==> config.mk <==
export PLATFORM = sky130hd
export DESIGN_NAME = btc_cache
export DESIGN_NICKNAME = d
export VERILOG_FILES = /design/src/rtl/btc_pkg.sv /design/src/rtl/btc_tag_match.sv /design/src/rtl/btc_onehot_enc.sv /design/src/rtl/btc_cache.sv
export SDC_FILE = /design/constraint.sdc
export NUM_CORES = 2
export LEC_CHECK = 0
export BUFFER_PORTS_ARGS = -buffer_cell sky130_fd_sc_hd__buf_2
export CAP_MARGIN = 25
export CORE_ASPECT_RATIO = 0.75
export CORE_MARGIN = 3
export CORE_UTILIZATION = 55
export DETAILED_ROUTE_END_ITERATION = 6
export PLACE_DENSITY = 0.71
export SKIP_CTS_REPAIR_TIMING = 1
export SYNTH_ARGS = -nofsm -noshare
export SYNTH_HDL_FRONTEND = slang
export SYNTH_SLANG_ARGS = --single-unit
==> constraint.sdc <==
create_clock -name clk -period 7.7 [get_ports clk]
set_input_delay 0.77 -clock clk [delete_from_list [all_inputs] [get_ports clk]]
set_output_delay 0.77 -clock clk [all_outputs]
set_load 0.05 [all_outputs]
==> src/rtl/btc_pkg.sv <==
package btc_pkg;
    localparam int BTC_ENTRIES    = 32;
    localparam int BTC_ADDR_W     = 15;
    localparam int BTC_LINE_BYTES = 4;
endpackage

==> src/rtl/btc_tag_match.sv <==
module btc_tag_match #(
    parameter int N     = 32,
    parameter int TAG_W = 13
) (
    input  logic [N-1:0]            valid_i,
    input  logic [N-1:0][TAG_W-1:0] tags_i,
    input  logic [TAG_W-1:0]        key_i,
    output logic [N-1:0]            match_o
);
    for (genvar g = 0; g < N; g++) begin : g_cmp
        assign match_o[g] = valid_i[g] && (tags_i[g] == key_i);
    end
endmodule

==> src/rtl/btc_onehot_enc.sv <==
module btc_onehot_enc #(
    parameter int N     = 32,
    parameter int IDX_W = $clog2(N)
) (
    input  logic [N-1:0]     vec_i,
    output logic             any_o,
    output logic [IDX_W-1:0] idx_o
);
    always_comb begin
        idx_o = '0;
        for (int i = 0; i < N; i++) begin
            if (vec_i[i]) idx_o = idx_o | IDX_W'(i);
        end
    end
    assign any_o = |vec_i;
endmodule

==> src/rtl/btc_cache.sv <==
module btc_cache
    import btc_pkg::*;
#(
    parameter int N          = BTC_ENTRIES,
    parameter int ADDR_W     = BTC_ADDR_W,
    parameter int LINE_BYTES = BTC_LINE_BYTES
) (
    input  logic                                   clk,
    input  logic                                   rst_n,
    input  logic                                   flush_i,
    input  logic                                   fill_en_i,
    input  logic                                   req_valid_i,
    input  logic [ADDR_W-1:0]                      req_addr_i,
    output logic                                   hit_o,
    output logic                                   miss_o,
    output logic [8*LINE_BYTES-1:0]                line_o,
    output logic [7:0]                             byte_o,
    input  logic                                   fill_valid_i,
    input  logic [ADDR_W-$clog2(LINE_BYTES)-1:0]   fill_line_i,
    input  logic [8*LINE_BYTES-1:0]                fill_data_i
);
    localparam int OFS_W  = $clog2(LINE_BYTES);
    localparam int TAG_W  = ADDR_W - OFS_W;
    localparam int LINE_W = 8 * LINE_BYTES;
    localparam int IDX_W  = $clog2(N);

    typedef struct packed {
        logic [N-1:0]             valid;
        logic [N-1:0][TAG_W-1:0]  tag;
        logic [N-1:0][LINE_W-1:0] data;
        logic [IDX_W-1:0]         ptr;
    } state_t;

    state_t state_d, state_q;

    logic [TAG_W-1:0] req_tag;
    logic [OFS_W-1:0] req_ofs;
    logic [N-1:0]     req_vec, fill_vec;
    logic             req_any, fill_any;
    logic [IDX_W-1:0] req_idx, fill_idx;
    logic [IDX_W-1:0] slot;

    assign req_tag = req_addr_i[ADDR_W-1:OFS_W];
    assign req_ofs = req_addr_i[OFS_W-1:0];

    btc_tag_match #(.N(N), .TAG_W(TAG_W)) u_req_match (
        .valid_i(state_q.valid), .tags_i(state_q.tag),
        .key_i(req_tag), .match_o(req_vec)
    );
    btc_onehot_enc #(.N(N), .IDX_W(IDX_W)) u_req_enc (
        .vec_i(req_vec), .any_o(req_any), .idx_o(req_idx)
    );
    btc_tag_match #(.N(N), .TAG_W(TAG_W)) u_fill_match (
        .valid_i(state_q.valid), .tags_i(state_q.tag),
        .key_i(fill_line_i), .match_o(fill_vec)
    );
    btc_onehot_enc #(.N(N), .IDX_W(IDX_W)) u_fill_enc (
        .vec_i(fill_vec), .any_o(fill_any), .idx_o(fill_idx)
    );

    assign hit_o  = req_valid_i && req_any;
    assign miss_o = req_valid_i && !req_any;
    assign line_o = req_any ? state_q.data[req_idx] : '0;
    assign byte_o = line_o[{req_ofs, 3'b000} +: 8];

    always_comb begin
        state_d = state_q;
        slot    = fill_any ? fill_idx : state_q.ptr;
        if (flush_i) begin
            state_d.valid = '0;
        end else if (fill_valid_i && fill_en_i) begin
            state_d.valid[slot] = 1'b1;
            state_d.tag[slot]   = fill_line_i;
            state_d.data[slot]  = fill_data_i;
            if (!fill_any) begin
                state_d.ptr = (state_q.ptr == IDX_W'(N - 1)) ? '0 : state_q.ptr + 1'b1;
            end
        end
    end

    always_ff @(posedge clk) begin
        if (!rst_n) begin
            state_q <= '0;
        end else begin
            state_q <= state_d;
        end
    end
endmodule

==> run_results.csv <==
group,metric,value,unit
run_status,status,"completed",
finish,drive_gt1_share,8.35,%
timing,relSlewSlack,21.4,%
worst_setup_path,reg2reg_from,"state_q[1206]",
place,hpwlAfterDp,148000,µm
place,dpl_cell_area,77600,µm²
clock_tree,numCtsBuffers,150,
clock_tree,cts_tree,"built",
finish,final_cell_mix,"mux2i_1, dfxtp_1, nor2b_1",
yosys,synth_top_cell_area_share,38.9,%
worst_setup_path,worstPathArrival,6.36,ns
timing,hold_ws,0.469,ns
place,gp_congestion,0.963,
worst_setup_path,crit_fanout,28,
route,ant_nets,0,
job,maxCapViolCount,0,
route,drt-total-wl,249000,µm
finish,regMostFlops,"state_q",
yosys,ys_async_sr_fraction,0,%
worst_setup_path,r2r-end,"state_q[540]",
worst_setup_path,reg2reg_slack,2.59,ns
yosys,syn_area_per_cell,9.48,µm²
global_route,track_usage,33.6,%
hold_path,worstHoldPathType,"flip-flop to flip-flop",
floorplan,initial_core_util,55.7,%
clock_tree,clock-root-buffer,"clkbuf_16",
timing,fmax,140,MHz
timing,tightest_slew,1.18,ns
worst_setup_path,required,6.93,ns
global_route,grt_pass1_wl,368000,µm
finish,regArea,29600,µm²
worst_setup_path,start_kind,"primary input",
finish,stdcell_area,82700,µm²
clock_tree,cts-htree-levels,4,
hold_path,min_from,"state_q[10]",
timing,fin_crit_sh,92.6,%
yosys,yosysUniqueCellTypes,70,
finish,fin_nets,7836,
clock_tree,cts_sinks,1477,
finish,final_common_cell,"mux2i_1",
global_route,overflow,0,
clock_tree,clk_latency,0.80,ns
power_and_ir_drop,leakagePower,30.0,nW
timing,period_minus_slack,7.13,ns
global_route,grt_max_degree,293,
global_route,antenna_found_initial,12,
yosys,yosys_register_bits,1477,
route,vias,58900,
yosys,ys_warn_count,0,
hold_path,hold_end,"state_q[10]",
finish,syn_to_final_growth,8.81,%
timing,tns,0,ns
floorplan,io_pins,108,
route,drt_iter0_markers,7043,
global_route,grt_pass1_vias,56000,
yosys,synth_top_area_cell,"dfxtp_1",
floorplan,fp.dieH,328,µm
worst_setup_path,end_kind,"output port",
yosys,syn-num-nets,8081,
timing,finalClockSkew,0.0400,ns
worst_setup_path,ff2ff_path_depth,14,
finish,top_regs,"state_q (1477)",
floorplan,core,136000,µm²
finish,largest_reg_flops,1477,
yosys,synth_area,76000,µm²
timing,setup_viol,0,
power_and_ir_drop,powerDensity,195,nW/µm²
timing,maxSlewViolCount,0,
place,portBuffers,107,
worst_setup_path,crit_type,"primary input to output port",
power_and_ir_drop,ir_drop,0.000159,V
clock_tree,cts_buffer_depth,3,
yosys,synth_cells,8013,
timing,rsz0062_at_grt,"no",
route,drc,0,
floorplan,dieWidth,435,µm
finish,multi_input_area,42700,µm²
route,drtPass1Iterations,5,
floorplan,die-area,143000,µm²
yosys,synth_flop_cell,"dfxtp_1",
finish,n_fill_cell,11600,
route,post_drt_via_cell_ratio,6.05,
floorplan,rows,117,
worst_setup_path,critical_path.startpoint,"req_addr_i[12]",
yosys,synth_edf_count,0,
route,wl_per_cell,25.6,µm
hold_path,min_path_cells,2,
timing,hold_viol,0,
yosys,synthTopCellsByArea,"dfxtp_1, mux2i_1, nor2b_1, xnor2_1, nand2_1",
yosys,ys_seq_area_share,38.9,%
clock_tree,clkTransAtPathRegs,0.06,ns
[worst max-delay path: stages]
cell and delay [ns]:
buf_2 0.65, xnor2_1 0.13, nand4_1 0.12, nor4_1 0.06
buf_4 0.17, nor3_1 0.52, o311ai_0 0.30, and3b_1 0.77
and2_4 0.65, buf_4 0.41, a32oi_1 0.14, and3_1 0.22
a31oi_1 0.46, a32oi_1 0.41, o211a_1 0.28, buf_2 0.23
[per-stage QoR]
step | instances | util (%) | total power (W) | setup slack (ns)
floorplan | 8013 | - | 0.00849 | 2.39
detailed placement | 9460 | 56.9 | 0.00874 | 0.810
global placement | 9458 | 56.9 | 0.00873 | 0.569
global route | 9730 | 60.6 | 0.0166 | 0.466
CTS | 9728 | 60.6 | 0.0162 | 0.787
finish | 9730 | 60.6 | 0.0161 | 0.571
[how the worst max path moves through the flow]
| stage | to | slack, ns | cells past startpoint |
|---|---|---|---|
| after floorplan | byte_o[0] | 2.39 | 18 |
| after global placement | byte_o[2] | 0.57 | 15 |
| after detailed placement | byte_o[2] | 0.81 | 15 |
| after CTS | byte_o[4] | 0.79 | 18 |
| after global routing | byte_o[4] | 0.47 | 18 |
| final | byte_o[2] | 0.57 | 16 |
[cell families after synthesis]
kind of cell / count (synthesis) / synth area share [%]
simple gates: 2953 / 21.0
mux: 1545 / 20.4
flops: 1477 / 38.9
xor+xnor: 832 / 9.59
buf+inv: 736 / 5.29
compound gates: 468 / 4.83
fa+ha+maj: 2 / 0.0329
[power by group]
part | switching, W | total [W] | internal (W)
logic | 0.000589 | 0.000932 | 0.000343
registers | 0.00000799 | 0.00766 | 0.00765
clock network | 0.00324 | 0.00756 | 0.00432
[cell usage after synthesis, drive strengths merged, types with 6 or more instances]
cell type  count
buf          427
nand3        166
nor3b          7
a21boi       131
a31oi         42
mux2i       1543
a221oi        20
nor3          24
nor2          66
nor4         103
and3          32
o221ai         8
inv            6
nand2b         7
a22oi          6
nor2b       1332
a41oi          6
xor2          62
o21ai          8
a32oi        164
xnor2        770
nand2        920
or2            6
a32o           6
clkbuf       303
dfxtp       1477
a21oi         41
and4           7
nand4        259
and2          11
[per-layer routing]
metal	track usage, %	routed length [µm]	vias up	share of wire [%]
met4	12.1	9200	6	3.7
li1	-	-	26700	-
met2	49.7	105000	2840	42
met1	48.7	112000	28800	45
met5	0	44	-	0.018
met3	6.43	23400	557	9.4
[final cells by class]
class,count,share of cell area (%)
clock inverters,52,0.651
repair buffers,333,3.73
diodes,2,0.00605
clock buffers,216,5.45
multi-input cells,5800,51.6
flip-flops and latches,1477,35.8
inverters,6,0.0272
well taps,1844,2.79
Note: power is estimated with default switching activity, not from simulation.
